**src/rtl/dpm_xfer_pkg.sv**
```systemverilog
package dpm_xfer_pkg;

  typedef enum logic [2:0] {
    ST_IDLE,
    ST_ACC,
    ST_RDX,
    ST_WRX,
    ST_DONE
  } xfer_state_t;

  typedef enum logic {
    SER_IN  = 1'b0,
    SER_OUT = 1'b1
  } ser_mode_t;

endpackage

```
**src/rtl/dpm_pin_ctrl.sv**
```systemverilog
module dpm_pin_ctrl
  import dpm_xfer_pkg::*;
#(
  parameter int ROW_AW = 4,
  parameter int COL_AW = 4,
  parameter int IO_W   = 4,
  parameter int ADDR_W = 4
) (
  input  logic              clk,
  input  logic              rst,
  input  logic              row_strb_n,
  input  logic              col_strb_n,
  input  logic              xfer_oe_n,
  input  logic              wr_en_n,
  input  logic              func_sel,
  input  logic              ser_en_n,
  input  logic [ADDR_W-1:0] addr,
  input  logic [IO_W-1:0]   dq_in,
  output logic [ROW_AW-1:0] row_q,
  output logic [COL_AW-1:0] col_q,
  output logic [IO_W-1:0]   mask_q,
  output logic [IO_W-1:0]   data_q,
  output logic              rd_go,
  output logic              wr_go,
  output logic              acc_wr,
  output logic              acc_rd,
  output logic              wr_hold
);

  // sampled pin levels and previous strobe levels
  logic              s_row, s_col, s_oe, s_we, s_fs, s_se;
  logic [ADDR_W-1:0] s_addr;
  logic [IO_W-1:0]   s_dq;
  logic              p_row, p_col, p_oe;
  logic              row_fall, row_rise, col_fall, oe_rise;
  logic              rd_hit, wr_hit;
  xfer_state_t       st_q;

  always_ff @(posedge clk) begin
    if (rst) begin
      s_row  <= 1'b1;
      s_col  <= 1'b1;
      s_oe   <= 1'b1;
      s_we   <= 1'b1;
      s_fs   <= 1'b0;
      s_se   <= 1'b1;
      s_addr <= '0;
      s_dq   <= '0;
      p_row  <= 1'b1;
      p_col  <= 1'b1;
      p_oe   <= 1'b1;
    end else begin
      s_row  <= row_strb_n;
      s_col  <= col_strb_n;
      s_oe   <= xfer_oe_n;
      s_we   <= wr_en_n;
      s_fs   <= func_sel;
      s_se   <= ser_en_n;
      s_addr <= addr;
      s_dq   <= dq_in;
      p_row  <= s_row;
      p_col  <= s_col;
      p_oe   <= s_oe;
    end
  end

  assign row_fall = p_row & ~s_row;
  assign row_rise = ~p_row & s_row;
  assign col_fall = p_col & ~s_col;
  assign oe_rise  = ~p_oe & s_oe;

  // cycle classification at the row strobe fall
  assign rd_hit = s_col & ~s_oe & s_we & ~s_fs;
  assign wr_hit = s_col & ~s_oe & ~s_we & ~s_se;

  always_ff @(posedge clk) begin
    if (rst) begin
      st_q   <= ST_IDLE;
      row_q  <= '0;
      col_q  <= '0;
      mask_q <= '0;
      data_q <= '0;
      rd_go  <= 1'b0;
      wr_go  <= 1'b0;
      acc_wr <= 1'b0;
      acc_rd <= 1'b0;
    end else begin
      rd_go  <= 1'b0;
      wr_go  <= 1'b0;
      acc_wr <= 1'b0;
      acc_rd <= 1'b0;
      case (st_q)
        ST_IDLE: begin
          if (row_fall) begin
            row_q <= s_addr[ROW_AW-1:0];
            col_q <= '0;
            if (rd_hit) begin
              st_q <= ST_RDX;
            end else if (wr_hit) begin
              st_q   <= ST_WRX;
              mask_q <= s_dq;
            end else begin
              st_q <= ST_ACC;
            end
          end
        end
        ST_RDX: begin
          if (col_fall) col_q <= s_addr[COL_AW-1:0];
          if (oe_rise) begin
            rd_go <= 1'b1;
            st_q  <= s_row ? ST_IDLE : ST_DONE;
          end
        end
        ST_WRX: begin
          if (col_fall) col_q <= s_addr[COL_AW-1:0];
          if (row_rise) begin
            wr_go <= 1'b1;
            st_q  <= ST_IDLE;
          end
        end
        ST_ACC: begin
          if (col_fall) begin
            col_q  <= s_addr[COL_AW-1:0];
            data_q <= s_dq;
            acc_wr <= ~s_we;
            acc_rd <= s_we;
          end
          if (row_rise) st_q <= ST_IDLE;
        end
        ST_DONE: begin
          if (row_rise) st_q <= ST_IDLE;
        end
        default: st_q <= ST_IDLE;
      endcase
    end
  end

  assign wr_hold = (st_q == ST_WRX);


  pulse_excl_chk: assert property (@(posedge clk) disable iff (rst)
    $onehot0({rd_go, wr_go, acc_wr, acc_rd}));


  rd_go_src_chk: assert property (@(posedge clk) disable iff (rst)
    rd_go |-> $past(st_q) == ST_RDX);


  wr_go_src_chk: assert property (@(posedge clk) disable iff (rst)
    wr_go |-> $past(st_q) == ST_WRX);

endmodule

```
**src/rtl/dpm_row_array.sv**
```systemverilog
module dpm_row_array #(
  parameter  int ROWS   = 16,
  parameter  int COLS   = 16,
  parameter  int IO_W   = 4,
  localparam int ROW_AW = $clog2(ROWS),
  localparam int COL_AW = $clog2(COLS),
  localparam int ROW_W  = COLS * IO_W
) (
  input  logic              clk,
  input  logic [ROW_AW-1:0] row,
  input  logic [COL_AW-1:0] col,
  input  logic              row_wr,
  input  logic [ROW_W-1:0]  row_wdata,
  input  logic [IO_W-1:0]   row_mask,
  input  logic              word_wr,
  input  logic [IO_W-1:0]   word_wdata,
  input  logic              rd_en,
  output logic [ROW_W-1:0]  rd_data
);

  logic [ROW_W-1:0] mem [ROWS];
  logic [ROW_W-1:0] bit_en;
  logic [ROW_W-1:0] wdat;

  for (genvar c = 0; c < COLS; c++) begin : g_col
    assign bit_en[c*IO_W +: IO_W] = row_wr ? row_mask :
      ((col == COL_AW'(c)) ? {IO_W{1'b1}} : {IO_W{1'b0}});
    assign wdat[c*IO_W +: IO_W] = row_wr ? row_wdata[c*IO_W +: IO_W] : word_wdata;
  end

  always_ff @(posedge clk) begin
    if (row_wr || word_wr) begin
      mem[row] <= (mem[row] & ~bit_en) | (wdat & bit_en);
    end
    if (rd_en) begin
      rd_data <= mem[row];
    end
  end

endmodule

```
**src/rtl/dpm_serial_port.sv**
```systemverilog
module dpm_serial_port
  import dpm_xfer_pkg::*;
#(
  parameter  int COLS   = 16,
  parameter  int IO_W   = 4,
  localparam int COL_AW = $clog2(COLS),
  localparam int ROW_W  = COLS * IO_W
) (
  input  logic              clk,
  input  logic              rst,
  input  logic              ser_clk,
  input  logic [IO_W-1:0]   ser_din,
  input  logic              hold,
  input  logic              load_out,
  input  logic [ROW_W-1:0]  load_row,
  input  logic              set_in,
  input  logic [COL_AW-1:0] start_col,
  output logic [IO_W-1:0]   ser_dout,
  output logic              ser_dir,
  output logic [ROW_W-1:0]  sreg
);

  logic              s_sc, p_sc, sc_rise;
  logic [COL_AW-1:0] ptr_q, ptr_nxt;
  ser_mode_t         mode_q;

  assign sc_rise = s_sc & ~p_sc;
  assign ptr_nxt = (ptr_q == COL_AW'(COLS - 1)) ? '0 : ptr_q + 1'b1;

  always_ff @(posedge clk) begin
    if (rst) begin
      s_sc     <= 1'b0;
      p_sc     <= 1'b0;
      ptr_q    <= '0;
      sreg     <= '0;
      ser_dout <= '0;
      mode_q   <= SER_IN;
    end else begin
      s_sc <= ser_clk;
      p_sc <= s_sc;
      if (load_out) begin
        sreg   <= load_row;
        ptr_q  <= start_col;
        mode_q <= SER_OUT;
      end else if (set_in) begin
        ptr_q  <= start_col;
        mode_q <= SER_IN;
      end else if (sc_rise && !hold) begin
        if (mode_q == SER_OUT) begin
          ser_dout <= sreg[ptr_q*IO_W +: IO_W];
        end else begin
          sreg[ptr_q*IO_W +: IO_W] <= ser_din;
        end
        ptr_q <= ptr_nxt;
      end
    end
  end

  assign ser_dir = (mode_q == SER_OUT);


  hold_ptr_chk: assert property (@(posedge clk) disable iff (rst)
    (hold && !load_out && !set_in) |=> (ptr_q == $past(ptr_q)) && $stable(sreg));


  load_dir_chk: assert property (@(posedge clk) disable iff (rst)
    load_out |=> ser_dir);


  set_in_dir_chk: assert property (@(posedge clk) disable iff (rst)
    (set_in && !load_out) |=> !ser_dir);

endmodule

```
**src/rtl/dpm_row_xfer.sv**
```systemverilog
module dpm_row_xfer #(
  parameter  int ROWS   = 16,
  parameter  int COLS   = 16,
  parameter  int IO_W   = 4,
  localparam int ROW_AW = $clog2(ROWS),
  localparam int COL_AW = $clog2(COLS),
  localparam int ADDR_W = (ROW_AW > COL_AW) ? ROW_AW : COL_AW,
  localparam int ROW_W  = COLS * IO_W
) (
  input  logic              clk,
  input  logic              rst,
  input  logic              row_strb_n,
  input  logic              col_strb_n,
  input  logic              xfer_oe_n,
  input  logic              wr_en_n,
  input  logic              func_sel,
  input  logic              ser_en_n,
  input  logic [ADDR_W-1:0] addr,
  input  logic [IO_W-1:0]   dq_in,
  output logic [IO_W-1:0]   dq_out,
  input  logic              ser_clk,
  input  logic [IO_W-1:0]   ser_din,
  output logic [IO_W-1:0]   ser_dout,
  output logic              ser_dir
);

  logic [ROW_AW-1:0] row_q;
  logic [COL_AW-1:0] col_q;
  logic [IO_W-1:0]   mask_q, data_q;
  logic              rd_go, wr_go, acc_wr, acc_rd, wr_hold;
  logic              rd_go_d, acc_rd_d;
  logic [ROW_W-1:0]  rd_q, sreg;

  dpm_pin_ctrl #(
    .ROW_AW (ROW_AW),
    .COL_AW (COL_AW),
    .IO_W   (IO_W),
    .ADDR_W (ADDR_W)
  ) u_ctrl (
    .clk        (clk),
    .rst        (rst),
    .row_strb_n (row_strb_n),
    .col_strb_n (col_strb_n),
    .xfer_oe_n  (xfer_oe_n),
    .wr_en_n    (wr_en_n),
    .func_sel   (func_sel),
    .ser_en_n   (ser_en_n),
    .addr       (addr),
    .dq_in      (dq_in),
    .row_q      (row_q),
    .col_q      (col_q),
    .mask_q     (mask_q),
    .data_q     (data_q),
    .rd_go      (rd_go),
    .wr_go      (wr_go),
    .acc_wr     (acc_wr),
    .acc_rd     (acc_rd),
    .wr_hold    (wr_hold)
  );

  dpm_row_array #(
    .ROWS (ROWS),
    .COLS (COLS),
    .IO_W (IO_W)
  ) u_array (
    .clk        (clk),
    .row        (row_q),
    .col        (col_q),
    .row_wr     (wr_go),
    .row_wdata  (sreg),
    .row_mask   (mask_q),
    .word_wr    (acc_wr),
    .word_wdata (data_q),
    .rd_en      (rd_go | acc_rd),
    .rd_data    (rd_q)
  );

  dpm_serial_port #(
    .COLS (COLS),
    .IO_W (IO_W)
  ) u_serial (
    .clk       (clk),
    .rst       (rst),
    .ser_clk   (ser_clk),
    .ser_din   (ser_din),
    .hold      (wr_hold),
    .load_out  (rd_go_d),
    .load_row  (rd_q),
    .set_in    (wr_go),
    .start_col (col_q),
    .ser_dout  (ser_dout),
    .ser_dir   (ser_dir),
    .sreg      (sreg)
  );

  always_ff @(posedge clk) begin
    if (rst) begin
      rd_go_d  <= 1'b0;
      acc_rd_d <= 1'b0;
      dq_out   <= '0;
    end else begin
      rd_go_d  <= rd_go;
      acc_rd_d <= acc_rd;
      if (acc_rd_d) dq_out <= rd_q[col_q*IO_W +: IO_W];
    end
  end

endmodule

```
**config.mk**
```make
export PLATFORM = sky130hd
export DESIGN_NAME = dpm_row_xfer
export DESIGN_NICKNAME = d
export VERILOG_FILES = /design/src/rtl/dpm_xfer_pkg.sv /design/src/rtl/dpm_pin_ctrl.sv /design/src/rtl/dpm_row_array.sv /design/src/rtl/dpm_serial_port.sv /design/src/rtl/dpm_row_xfer.sv
export SDC_FILE = /design/constraint.sdc
export NUM_CORES = 1
export LEC_CHECK = 0
export ABC_AREA = 1
export BUFFER_PORTS_ARGS = -buffer_cell sky130_fd_sc_hd__clkbuf_2
export CELL_PAD_IN_SITES_DETAIL_PLACEMENT = 1
export CELL_PAD_IN_SITES_GLOBAL_PLACEMENT = 1
export CORE_UTILIZATION = 29
export CTS_BUF_LIST = sky130_fd_sc_hd__clkbuf_4 sky130_fd_sc_hd__clkbuf_8 sky130_fd_sc_hd__clkbuf_16
export DETAILED_ROUTE_END_ITERATION = 10
export GPL_TIMING_DRIVEN = 1
export PLACE_DENSITY_LB_ADDON = 0.1
export SETUP_SLACK_MARGIN = 0.2
export SLEW_MARGIN = 20
export SYNTH_ARGS = -nofsm -noshare
export SYNTH_HDL_FRONTEND = slang
export SYNTH_SLANG_ARGS = --single-unit
```
**constraint.sdc**
```tcl
create_clock -name clk -period 5.3 [get_ports clk]
set_input_delay 0.53 -clock clk [delete_from_list [all_inputs] [get_ports clk]]
set_output_delay 0.53 -clock clk [all_outputs]
set_load 0.02 [all_outputs]
```
# Word-level counts from Yosys, hierarchy flattened
# Memory sizes are Yosys's and may differ from the RTL's. A register that Yosys moved wholly into a read port is not among the register bits.
# Cells that the tools add are included.
word_totals:
  out_inout_bits: 9
  word_cells: 190
  mem_bits_ro: 0
  in_bits: 21
  mem_bits_rw: 1024
  memories: 1
  regBits: 185
  latchBits: 0
op_classes:
  reduce_logical: 21
  eq_ne: 26
  n_mux: 75
  n_shift: 4
  mul: 0
  n_bitwise: 31
  n_addsub: 2
  order_cmp: 0
  div_mod_pow: 0
memory_table:
  columns: ["name", "words", "width", "rd", "rd_clocked_by_memory_dff", "write_ports", "line", "source"]
  rows:
  - ["u_array.mem", 16, 64, 1, 1, 1, "dpm_row_array.sv:21", "logic [ROW_W-1:0] mem [ROWS];"]
ops:
  columns: ["cell", "n"]
  rows:
  - ["64-bit two-way mux", 4]
  - ["4-bit two-way mux", 56]
  - ["64-bit AND", 2]
  - ["64-bit by 7-bit indexed part select with 4-bit output", 2]
  - ["64-bit bitwise mux", 1]
  - ["64-bit NOT", 1]
  - ["64-bit bitwise OR", 1]
  - ["4-bit by 34-bit variable shift with 64-bit output, first input constant", 1]
  - ["4-bit by 34-bit indexed part select with 64-bit output", 1]
  - ["4-bit equality test, second input constant", 9]
  - ["6-bit negation with 34-bit output", 1]
  - ["4-bit by 3-bit equality test with 1-bit output, second input constant", 4]
  - ["1-bit NOT", 16]
  - ["3-bit two-way mux", 5]
  - ["1-bit AND", 10]
  - ["3-bit one-hot mux with 3 select lines", 1]
  - ["3-bit AND reduction", 3]
  - ["3-bit OR reduction", 3]
  - ["4-bit by 2-bit equality test with 1-bit output, second input constant", 2]
  - ["2-bit by 1-bit != test with 1-bit output, second input constant", 4]
  - ["4-bit one-hot mux with 2 select lines", 1]
  - ["4-bit AND reduction", 2]
  - ["3-bit by 2-bit equality test with 1-bit output, second input constant", 2]
  - ["1-bit two-way mux", 6]
  - ["16 further kinds", 21]

# Longest topological paths before layout
logic_depth:
  word_depth: 8
  depth_mapped: 15
  depth_no_buf: 13

# Hierarchy
# A second synthesis with hierarchy kept.
unflattened:
  cells_unflattened: 5660
  area_unflattened_um2: 53206.0
by_module_without_submodules:
  columns: ["module", "n_inst", "area_per_inst_um2", "cells_each", "seq_area_each_um2"]
  rows:
  - ["dpm_row_array", 1, 46145.5, 4525, 32671.3]
  - ["dpm_serial_port", 1, 4648.2, 776, 1501.4]
  - ["dpm_pin_ctrl", 1, 1457.6, 184, 800.8]
  - ["dpm_row_xfer", 1, 954.7, 175, 120.1]

# Worst setup path after synthesis
# OpenSTA, ideal clock, no wires.
synth_path:
  kind: "register to register"
  from: "register u_ctrl.wr_go"
  to: "memory u_array.mem[0][0] (netlist bit) (enable)"
  required_ns: 4.814
  slack_ns: 1.414
  stages_incl_launch_ff: 5
  period_less_slack_ns: 3.886
  setup_ns: 0.486
  path_buffers: 1
  arrival_time_ns: 3.399
  path_cell_list: "dfxtp_1 -> buf_6 -> or2_2 -> nand3b_1 -> nor2_1"
synth_via:
  elab_chain_len: 3
synth_rtl:
  columns: ["item", "line", "source"]
  rows:
  - ["from (decl)", "dpm_pin_ctrl.sv:24", "output logic wr_go,"]
  - ["from (signal assigned)", "dpm_pin_ctrl.sv:84", "wr_go <= 1'b0;"]
  - ["from (signal assigned)", "dpm_pin_ctrl.sv:89", "wr_go <= 1'b0;"]
  - ["from (signal assigned)", "dpm_pin_ctrl.sv:117", "wr_go <= 1'b1;"]
  - ["1-bit logical OR", "dpm_row_array.sv:32", "if (row_wr || word_wr) begin"]
  - ["1-bit two-way mux", "dpm_row_array.sv:32", null]
  - ["1-bit two-way mux (implied by the code)", "dpm_row_array.sv:33", "mem[row] <= (mem[row] & ~bit_en) | (wdat & bit_en);"]
  - ["to (decl)", "dpm_row_array.sv:21", null]
# Every way passes these cells.

# Worst setup path after layout
layout_path:
  from: "register u_ctrl.wr_go"
  to: "memory u_array.mem[15][40] (netlist bit) (data pin)"
layout_via:
  elab_chain_len: 4
  elab_cells_between_ends: 6
  classes_between: "mux (2); bitwise (4)"
layout_rtl:
  columns: ["item", "line", "source"]
  rows:
  - ["4-bit two-way mux", "dpm_row_array.sv:26", "assign bit_en[c*IO_W +: IO_W] = row_wr ? row_mask :"]
  - ["64-bit NOT", "dpm_row_array.sv:33", null]
  - ["64-bit AND", "dpm_row_array.sv:33", null]
  - ["64-bit bitwise OR (*)", "dpm_row_array.sv:33", null]
# Mark *: on every way between the ends. The rest lies on a longest branch, timed or not.

==> impl_metrics.json <==
{
  "antenna_found_initial": 2,
  "synth_cells": 4754,
  "syn_area_per_cell_sq_um": 11.00,
  "final.min_clock_period_ns": 3.348,
  "syn_nets": 4781,
  "fmax_mhz": 298.7,
  "area_growth_pct": 14.20,
  "start_util": 0.2926,
  "yosysMostFrequentCell": "edfxtp_1",
  "place_inst": 6926,
  "clock_latency_ns": 0.79,
  "die_h_um": 426.7,
  "vias_per_cell": 4.938,
  "cts_sinks": 1213,
  "fillCellCount": 19559,
  "internal_power_uw": 18440,
  "die-area_sq_um": 182100,
  "cts_buffer_depth": 3,
  "synthArstFlopShare": 0,
  "pwr-share-seq": 0.453,
  "ys_seq_area_frac": 0.6723,
  "tightest_slew_ns": 1.143,
  "clock-skew-final_ns": 0.02665,
  "synth.distinct_cells": 41,
  "synth_top_cell_area_share": 0.6245,
  "maxCapViolations": 0,
  "die_w_um": 426.7,
  "synth_edf_count": 1088,
  "finalWirelength_um": 178000,
  "clk_pin_slew_worst_paths_ns": 0.06,
  "report.final.setup_viol": 0,
  "cts_tree": "yes",
  "grt_overflow": 0,
  "cts_root_buffer": "clkbuf_16",
  "pwr-share-comb": 0.174,
  "grt_start_max_net_pins": 170,
  "layout-drive-gt1-share": 0.09634,
  "wl_per_cell_um": 24.67,
  "fin_util": 0.3341,
  "cts_resized": 0,
  "worstPathMaxFanout": 29,
  "yosysWarnings": 0,
  "synth_common_cells": "edfxtp_1 (1088), nand2_1 (731), inv_1 (666)",
  "hold_viol_final": 0,
  "criticalPathCategory": "flop to flop",
  "fin_cells": 7216,
  "ctsHoldBuffers": 15,
  "postRouteAntennaNets": 0,
  "port_buffers": 29,
  "cts_setup_buffers": 0,
  "maxSlewHeadroom": 0.2359,
  "firstDrtPassIters": 5,
  "slew_violations": 0,
  "endpoint_kind": "flop",
  "numCtsBuffers": 148,
  "fin_setup_tns_ns": 0,
  "peakVddDrop_v": 0.0002089,
  "p_leak_uw": 0.02111,
  "grt_usage": 0.1953,
  "core_area_sq_um": 178800,
  "pin_count": 30,
  "synth-seq-cells": 1213,
  "arrival_ns": 3.70,
  "hp-class": "input pin to flop",
  "synth_area_leaders": "edfxtp_1 (62%), nand2_1 (5.2%), nand3_1 (5.1%), dfxtp_1 (4.8%), inv_1 (4.8%)",
  "dr_total_vias": 35635,
  "route.detailed.drc": 0,
  "post-route-period-util": 0.6317,
  "grt_pass1_wl_um": 257200,
  "gp_congestion": 0.8925,
  "powerDensity_nw_per_um2": 440.3,
  "synth_area_sq_um": 52320,
  "ys.flop_type": "edfxtp_1",
  "switching_share": 0.2990,
  "dp_hpwl_um": 101000,
  "startpoint_type": "flop",
  "status": "finished, final reports clean",
  "fin_nets": 4763,
  "grt_pass1_vias": 35214,
  "p_sw_uw": 7865,
  "htreeDepth": 4,
  "rows": 155,
  "crit_required_ns": 5.66,
  "synth_largest_area_cell": "edfxtp_1",
  "rsz0062_at_grt": "no",
  "power_frac_clock": 0.373,
  "drt_iter0_drc": 2658
}
## worst max-delay path, stage by stage (launching register included)
cell,delay [ns]
dfxtp_1,0.29
buf_4,0.25
inv_2,0.41
buf_4,0.44
nand2_1,0.23
nor2_1,0.49
inv_1,0.22
nand3_1,0.13
nand2_1,0.40
## through the flow
step | hold slack [ns] | total power [uW] | instance area, sq um | worst slack [ns]
final | 0.2983 | 26310 | 59740 | 1.952
after detailed placement | 0.4266 | 16800 | 54900 | 1.820
after global placement | 0.4293 | 16750 | 54900 | 1.845
after global routing | 0.2936 | 27510 | 59740 | 1.777
after CTS | 0.2084 | 26730 | 59730 | 1.802
after floorplan | 0.3987 | 14900 | 52320 | 1.414
## kinds of logic after synthesis
| group | after synthesis | synth area share |
|---|---|---|
| adder cells (fa/ha/maj) | 6 | 0.001435 |
| AND/OR/NAND/NOR | 1495 | 0.1234 |
| AO/OA/AOI/OAI | 1074 | 0.1249 |
| XOR/XNOR | 1 | 0.0001674 |
| flip-flops | 1213 | 0.6723 |
| buffers and inverters | 965 | 0.07784 |
## final cells by class
class	count	area, sq um	share of cell area
Sequential cell	1213	35190	0.5891
Multi-Input combinational cell	2576	13210	0.2210
Clock buffer	195	4180	0.06997
Tap cell	2355	2947	0.04932
Inverter	678	2552	0.04272
Timing Repair Buffer	119	1159	0.01939
Clock inverter	77	500.5	0.008377
Antenna cell	3	7.507	0.0001257
## cells in the final DEF (no fill, tap or decap), types with 8 or more instances in the layout
| master | netlist | layout |
|---|---|---|
| inv_2 | 11 | 11 |
| a21oi_1 | 309 | 309 |
| o21ai_1 | 28 | 28 |
| o211ai_1 | 229 | 229 |
| nand4_1 | 15 | 15 |
| nor2_2 | 12 | 12 |
| nand2_1 | 731 | 730 |
| nand3_1 | 537 | 537 |
| a22oi_1 | 32 | 32 |
| clkinv_2 | 0 | 27 |
| o21a_1 | 8 | 8 |
| a31oi_1 | 20 | 19 |
| nor2_1 | 167 | 151 |
| clkinv_1 | 1 | 33 |
| o21ai_0 | 379 | 379 |
| o211ai_2 | 57 | 57 |
| buf_12 | 0 | 24 |
| clkbuf_4 | 0 | 38 |
| dlygate4sd3_1 | 0 | 15 |
| clkbuf_2 | 0 | 29 |
| edfxtp_1 | 1088 | 1088 |
| clkbuf_16 | 0 | 154 |
| buf_4 | 7 | 51 |
| nor2_4 | 2 | 18 |
| dfxtp_1 | 125 | 119 |
| inv_1 | 666 | 665 |
| nor3_1 | 13 | 13 |
## routing by layer
layer,routed length (um),vias up,track usage
met5,0,-,0
met4,3465,0,0.04768
met3,5551,188,0.02525
met2,80200,551,0.3020
met1,88820,18299,0.2876
li1,-,16597,-
## power groups by stage
stage                     registers [uW]  logic (uW)  clock network, uW
final                              11900        4560               9820
after global placement             12100        4630                  0
after floorplan                    12000        2930                  0
after global routing               11900        5120              10500
after CTS                          11900        4690              10100
after detailed placement           12100        4670                  0
## flip-flops by register name (all words and copies together), names as in the netlist, 4 cells and up, named ones only
register,count
u_ctrl.s_dq,4
u_ctrl.data_q,4
u_serial.ptr_q,4
u_ctrl.col_q,4
u_serial.ser_dout,4
u_ctrl.mask_q,4
u_ctrl.row_q,4
u_array.rd_data,64
u_array.mem,1024
dq_out,4
u_serial.sreg,64
u_ctrl.s_addr,4
## path summary, 6_finish.rpt
check                                   start  depth (start not counted)                  end  slack [ns]
worst max-delay path             u_ctrl.wr_go                          8  u_array.mem[15][40]        1.95
worst min-delay path               ser_din[2]                          5     u_serial.sreg[2]        0.30
worst max register to register   u_ctrl.wr_go                          8  u_array.mem[15][40]        1.95
worst min register to register  u_serial.s_sc                          2        u_serial.p_sc        0.44
(Power assumes the default switching activity.)
